--- src/rtl/sdram_seq_pkg.sv ---
package sdram_seq_pkg;
  // {cs_n, ras_n, cas_n, we_n}
  typedef enum logic [3:0] {
    CMD_ACT = 4'b0011,
    CMD_RD  = 4'b0101,
    CMD_WR  = 4'b0100,
    CMD_PRE = 4'b0010,
    CMD_NOP = 4'b0111
  } cmd_e;

  typedef enum logic [2:0] {
    ST_IDLE,
    ST_DEC,
    ST_PRE,
    ST_ACT,
    ST_WAIT,
    ST_RW
  } st_e;
endpackage

--- src/rtl/sdram_addr_split.sv ---
module sdram_addr_split #(
  parameter int BANK_W = 2,
  parameter int ROW_W  = 13,
  parameter int COL_W  = 9,
  localparam int ADDR_W = BANK_W + ROW_W + COL_W
) (
  input  logic [ADDR_W-1:0] addr,
  output logic [BANK_W-1:0] bank,
  output logic [ROW_W-1:0]  row,
  output logic [COL_W-1:0]  col
);
  assign col  = addr[COL_W-1:0];
  assign row  = addr[COL_W +: ROW_W];
  assign bank = addr[ADDR_W-1 -: BANK_W];
endmodule

--- src/rtl/sdram_bank_table.sv ---
module sdram_bank_table #(
  parameter int BANK_W = 2,
  parameter int ROW_W  = 13,
  parameter int T_RP   = 2,
  parameter int T_AP   = 6,
  localparam int NB    = 1 << BANK_W,
  localparam int TMR_W = $clog2(T_AP + 1)
) (
  input  logic              clk,
  input  logic              rst,
  input  logic [BANK_W-1:0] q_bank,
  input  logic [ROW_W-1:0]  q_row,
  output logic              q_open,
  output logic              q_hit,
  output logic              q_free,
  input  logic              act_en,
  input  logic              pre_en,
  input  logic              rw_en,
  input  logic              ap_en
);
  logic [NB-1:0]            vld;
  logic [NB-1:0][ROW_W-1:0] rows;
  logic [NB-1:0]            tmr_zero;

  for (genvar i = 0; i < NB; i++) begin : g_bank
    logic             vld_r;
    logic [ROW_W-1:0] row_r;
    logic [TMR_W-1:0] tmr_r;
    wire              sel = (q_bank == BANK_W'(i));

    always_ff @(posedge clk) begin
      if (rst) begin
        vld_r <= 1'b0;
        tmr_r <= '0;
      end else begin
        if (act_en && sel) vld_r <= 1'b1;
        if ((pre_en || ap_en) && sel) begin
          vld_r <= 1'b0;
          tmr_r <= pre_en ? TMR_W'(T_RP - 1) : TMR_W'(T_AP - 1);
        end else if (tmr_r != '0) begin
          tmr_r <= tmr_r - 1'b1;
        end
      end
    end

    always_ff @(posedge clk) begin
      if (act_en && sel) row_r <= q_row;
    end

    assign vld[i]      = vld_r;
    assign rows[i]     = row_r;
    assign tmr_zero[i] = (tmr_r == '0);
  end

  assign q_open = vld[q_bank];
  assign q_hit  = q_open && (rows[q_bank] == q_row);
  assign q_free = tmr_zero[q_bank];

  // column command only to an open, matching row
  assert_rw_on_open_row_R3: assert property (@(posedge clk) disable iff (rst)
    rw_en |-> q_hit);

  // a closing bank is marked closed on the next cycle
  assert_close_marks_bank_R7: assert property (@(posedge clk) disable iff (rst)
    (pre_en || ap_en) |=> !vld[$past(q_bank)]);
endmodule

--- src/rtl/sdram_cmd_seq.sv ---
module sdram_cmd_seq
  import sdram_seq_pkg::*;
#(
  parameter int BANK_W    = 2,
  parameter int ROW_W     = 13,
  parameter int COL_W     = 9,
  parameter int A_W       = 13,
  parameter int T_RCD     = 3,
  parameter int T_RP      = 2,
  parameter int BURST_LEN = 4,
  localparam int ADDR_W   = BANK_W + ROW_W + COL_W,
  localparam int T_AP     = T_RP + BURST_LEN,
  localparam int WCNT_W   = $clog2(T_RCD + 1)
) (
  input  logic              clk,
  input  logic              rst,
  input  logic              req_valid,
  input  logic              req_write,
  input  logic              req_close,
  input  logic [ADDR_W-1:0] req_addr,
  output logic              req_ready,
  output logic              cmd_cs_n,
  output logic              cmd_ras_n,
  output logic              cmd_cas_n,
  output logic              cmd_we_n,
  output logic [BANK_W-1:0] cmd_ba,
  output logic [A_W-1:0]    cmd_a
);
  st_e               st;
  cmd_e              cmd_q;
  logic [BANK_W-1:0] ba_q;
  logic [A_W-1:0]    a_q;
  logic [WCNT_W-1:0] wcnt;

  logic [BANK_W-1:0] d_bank, r_bank;
  logic [ROW_W-1:0]  d_row, r_row;
  logic [COL_W-1:0]  d_col, r_col;
  logic              r_wr, r_ap;
  logic              q_open, q_hit, q_free;
  logic              act_en, pre_en, rw_en, ap_en;

  sdram_addr_split #(.BANK_W(BANK_W), .ROW_W(ROW_W), .COL_W(COL_W)) u_split (
    .addr(req_addr), .bank(d_bank), .row(d_row), .col(d_col)
  );

  assign act_en = (st == ST_ACT) && q_free;
  assign pre_en = (st == ST_PRE);
  assign rw_en  = (st == ST_RW);
  assign ap_en  = rw_en && r_ap;

  sdram_bank_table #(.BANK_W(BANK_W), .ROW_W(ROW_W), .T_RP(T_RP), .T_AP(T_AP)) u_banks (
    .clk(clk), .rst(rst), .q_bank(r_bank), .q_row(r_row),
    .q_open(q_open), .q_hit(q_hit), .q_free(q_free),
    .act_en(act_en), .pre_en(pre_en), .rw_en(rw_en), .ap_en(ap_en)
  );

  assign req_ready = (st == ST_IDLE);

  always_ff @(posedge clk) begin
    if (rst) begin
      st     <= ST_IDLE;
      cmd_q  <= CMD_NOP;
      ba_q   <= '0;
      a_q    <= '0;
      wcnt   <= '0;
      r_bank <= '0;
      r_row  <= '0;
      r_col  <= '0;
      r_wr   <= 1'b0;
      r_ap   <= 1'b0;
    end else begin
      cmd_q <= CMD_NOP;
      case (st)
        ST_IDLE: if (req_valid) begin
          r_bank <= d_bank;
          r_row  <= d_row;
          r_col  <= d_col;
          r_wr   <= req_write;
          r_ap   <= req_close;
          st     <= ST_DEC;
        end
        ST_DEC: begin
          if (q_hit)       st <= ST_RW;
          else if (q_open) st <= ST_PRE;
          else             st <= ST_ACT;
        end
        ST_PRE: begin
          cmd_q <= CMD_PRE;
          ba_q  <= r_bank;
          a_q   <= '0;
          st    <= ST_ACT;
        end
        ST_ACT: if (q_free) begin
          cmd_q <= CMD_ACT;
          ba_q  <= r_bank;
          a_q   <= A_W'(r_row);
          wcnt  <= WCNT_W'(T_RCD - 1);
          st    <= ST_WAIT;
        end
        ST_WAIT: begin
          if (wcnt <= WCNT_W'(1)) st <= ST_RW;
          else                    wcnt <= wcnt - 1'b1;
        end
        ST_RW: begin
          cmd_q  <= r_wr ? CMD_WR : CMD_RD;
          ba_q   <= r_bank;
          a_q    <= A_W'(r_col);
          a_q[10] <= r_ap;
          st     <= ST_IDLE;
        end
        default: st <= ST_IDLE;
      endcase
    end
  end

  assign cmd_cs_n  = cmd_q[3];
  assign cmd_ras_n = cmd_q[2];
  assign cmd_cas_n = cmd_q[1];
  assign cmd_we_n  = cmd_q[0];
  assign cmd_ba    = ba_q;
  assign cmd_a     = a_q;

  assert_busy_after_accept_R9: assert property (@(posedge clk) disable iff (rst)
    (req_valid && req_ready) |=> !req_ready);

  assert_gap_after_pre_R6: assert property (@(posedge clk) disable iff (rst)
    (cmd_q == CMD_PRE) |=> (cmd_q == CMD_NOP));

  assert_gap_after_act_R3: assert property (@(posedge clk) disable iff (rst)
    (cmd_q == CMD_ACT) |=> (cmd_q == CMD_NOP));
endmodule

--- config.mk ---
export PLATFORM = sky130hd
export DESIGN_NAME = sdram_cmd_seq
export DESIGN_NICKNAME = d
export VERILOG_FILES = /design/src/rtl/sdram_seq_pkg.sv /design/src/rtl/sdram_addr_split.sv /design/src/rtl/sdram_bank_table.sv /design/src/rtl/sdram_cmd_seq.sv
export SDC_FILE = /design/constraint.sdc
export NUM_CORES = 1
export LEC_CHECK = 0
export BUFFER_PORTS_ARGS = -buffer_cell sky130_fd_sc_hd__buf_4
export CORE_UTILIZATION = 55
export CTS_BUF_LIST = sky130_fd_sc_hd__clkbuf_4 sky130_fd_sc_hd__clkbuf_8
export CTS_CLUSTER_DIAMETER = 150
export DETAILED_ROUTE_END_ITERATION = 8
export PLACE_DENSITY = 0.83
export REMOVE_ABC_BUFFERS = 1
export SETUP_SLACK_MARGIN = 0.1
export SYNTH_ARGS = -nofsm -noshare
export SYNTH_HDL_FRONTEND = slang
export SYNTH_SLANG_ARGS = --single-unit
--- constraint.sdc ---
create_clock -name clk -period 3.5 [get_ports clk]
set_input_delay 0.175 -clock clk [delete_from_list [all_inputs] [get_ports clk]]
set_output_delay 0.175 -clock clk [all_outputs]
set_load 0.03 [all_outputs]
==> reports/metrics.csv <==
stage,metric,value,unit
timing,fin crit period,2.87,ns
synth,"area leader, netlist",edfxtp_1,
synth,"Primary FF master, synth",dfxtp_1,
die,die area,9520,um2
finish,Antenna diodes,0,
global_routing,pin count of the biggest net entering global routing,66,
synth,ys async rst share,0,%
detailed_routing,WL per Instance,18.3,um
power_and_ir_drop,Int Pwr,2.86,mW
timing,Fmax,348,MHz
timing,final worst-path cycle share,82.1,%
cts,worst skew pair latency,0.43,ns
die,die extent in y,97.6,um
global_routing,vias in the first global route,3831,
power_and_ir_drop,Clk pwr share,31.9,%
placed_design,gp weighted congestion,0.808,
global_routing,first-pass GRT wire length,18900,um
timing,Slew HR,30.9,%
synth,Gate Count Post-Synth,455,
power_and_ir_drop,power density over the cells,694,nW/um2
timing,Hold WS,0.148,ns
detailed_routing,via count,3810,
finish,Final Net Count,564,
timing,# setup viols final,0,
die,initial core utilization,57.4,%
finish,Seq. cell area,2860,um2
synth,adder-cell share of the synthesized area,2.24,%
die,Die X-Extent,97.6,um
synth,sequential share of the synthesized area,57.0,%
critical_path,worst endpoint required time,3.64,ns
cts,clk sink count,117,
worst_hold_path,Worst Hold Class,in2reg,
critical_path,CP cell instances,"mux4_1, nand3_1, nor3_2, buf_4",
global_routing,Total GRT Usage,26.3,%
power_and_ir_drop,logic gate share of total power,26.5,%
synth,largest family of logic cells by synthesized area,simple AND/OR/NAND/NOR gates,
detailed_routing,drt drc,0,
die,IO Pins,49,
synth,Synth area leaders,"edfxtp_1 (31%), dfxtp_1 (26%), mux4_1 (5.8%), a21oi_1 (4.8%), nand2_1 (4.4%)",
critical_path,Worst path max stage delay,0.83,ns
cts,TritonCTS clock tree,built,
power_and_ir_drop,Net Sw Frac,32.8,%
global_routing,antenna violations before repair,0,
detailed_routing,Final ANT Viol Nets,0,
timing,post-route setup slack,0.627,ns
placed_design,"Cell Area, Placed",5440,um2
critical_path,WP data arrival,3.01,ns
timing,Least-Margin Pin Slew,1.03,ns
critical_path,crit start category,register,
finish,"most common cell after layout, fill and taps aside",dfxtp_1,
placed_design,DP Cell Count,589,
critical_path,CP max stage cell,dfxtp_1,
placed_design,Port Buf Inserts,47,
timing,Final Hold Fails,0,
cts,CTS Buf Count,17,
timing,final setup TNS,0,ns
detailed_routing,vias per cell,5.89,
cts,clock slew at reported path FFs,0.07,ns
power_and_ir_drop,Overall Power,4.27,mW
die,Core ar.,8760,um2
power_and_ir_drop,Pleak,2.26,nW
cts,H-tree lvl count,4,
synth,YS warnings,0,
finish,layout cells sized above 1,18.6,%
critical_path,worst path bufs/invs,1,
critical_path,CP max FO,14,
cts,CTS max path bufs,2,
power_and_ir_drop,Worst IR Drop VDD,432,uV
critical_path,WS Path Type,reg2reg,
synth,post-synthesis compound-gate area fraction,11.5,%
finish,area of the multi-input gates,1980,um2
timing,max-slew violations,0,
timing,RSZ-0062 raised after global routing,false,
finish,Util after Layout,70.1,%
cts,CTS root buffer,clkbuf_8,
placed_design,pre-CTS setup slack,0.662,ns
synth,xor-xnor portion of the synthesized cell area,3.14,%
synth,Synth Area in Simple Gates,14.0,%
placed_design,Detailed Place HPWL,7430,um
finish,Layout area overhead,22.2,%
synth,"EDFF count, synth",52,
finish,post-route design area,6140,um2
detailed_routing,Detailed Route WL,11800,um
finish,most frequent cells in the layout,"dfxtp_1 (65), nand2_1 (59), buf_4 (57), edfxtp_1 (52), a21oi_1 (48)",
synth,synthesized area,5030,um2
die,row cnt,34,
critical_path,Setup crit end kind,register,
cts,setup bufs post-CTS,0,
cts,CTS Hold Buffers Added,25,
detailed_routing,Initial DRC Count,236,
synth,post-synthesis mux area share,8.19,%
synth,Yosys reg bits,117,
timing,clk_skew,0.0126,ns
synth,library cells used by synthesis,43,
detailed_routing,DRT Pass-1 Iters,5,
critical_path,Top delay family on crit path,simple AND/OR/NAND/NOR gates,
synth,syn_area_per_cell,11.0,um2
finish,Filler Cell Count,621,
global_routing,GRT overflow,0,
job,max cap viols,0,
cts,post_cts resized,0,
synth,Yosys top cell area share,31.1,%
run_status,status,completed,
power_and_ir_drop,Sw Pwr,1.40,mW
finish,Finished Layout Cells,647,
power_and_ir_drop,Reg power frac,41.6,%
power by group through the flow:
| stage | sequential [mW] | combinational (mW) | clock (mW) |
|---|---|---|---|
| 2_1_floorplan | 1.77 | 0.743 | 0 |
| 3_3_place_gp | 1.78 | 1.03 | 0 |
| 3_5_place_dp | 1.80 | 1.08 | 0 |
| 4_1_cts | 1.77 | 1.12 | 1.37 |
| 5_1_grt | 1.79 | 1.24 | 1.44 |
| 6_report | 1.77 | 1.13 | 1.36 |
cells by family after synthesis:
group,Yosys count
simple gates,155
flops,117
compound gates,96
buf+inv,42
xor+xnor,18
mux,17
fa+ha+maj,9
other cells,1
layer usage:
layer / track usage [%] / wire [um] / vias up
met3: 7.77 / 775 / 53
met4: 14.8 / 457 / 0
met1: 30.3 / 4700 / 1800
li1: - / - / 1778
met5: 0 / 0 / -
met2: 43.6 / 5880 / 179
Yosys cell counts (3+ instances only):
cell,instances
xnor2_1,5
a21oi_1,48
nand3_1,17
a211oi_1,5
mux4_1,11
mux4_2,5
xor2_1,13
nor3_1,9
buf_2,3
o21ai_0,15
o2111ai_1,3
dfxtp_1,65
edfxtp_1,52
o21a_1,4
inv_1,11
a2111oi_0,4
nor2b_1,9
nand2_1,59
ha_1,9
a22oi_1,10
nor2_1,41
clkbuf_1,23
nand2b_1,9
final cells by class:
cell class                 count  share of cell area, %
sequential                   117                   46.6
clock buffer                  19                   4.26
timing repair buffer          83                   11.2
inverter                      11                  0.672
clock inverter                13                   2.91
multi-input combinational    296                   32.2
tap                          108                   2.20
state kept, by name, indices dropped and copies added (netlist names):
name,flops
r_row,13
r_col,9
u_banks.g_bank.vld_r,4
cmd_ba,2
wcnt,2
cmd_a,13
r_wr,1
u_banks.g_bank.tmr_r,12
u_banks.g_bank.row_r,52
r_bank,2
st,3
r_ap,1
cmd_q,3
worst reg2reg max path, cell delays in order (launching register included):
cell and delay, ns:
dfxtp_1 0.83, mux4_1 0.48, nand3_1 0.22, nor3_2 0.77, buf_4 0.29
worst paths after layout:
check        cells past startpoint  slack, ns                    endpoint       from
max                              4       0.63  u_banks.g_bank[0].row_r[7]  r_bank[0]
min                              5       0.15                       st[0]  req_valid
max reg2reg                      4       0.63  u_banks.g_bank[0].row_r[7]  r_bank[0]
min reg2reg                      2       0.46                    r_col[7]   r_col[7]
(Power assumes the default switching activity.)
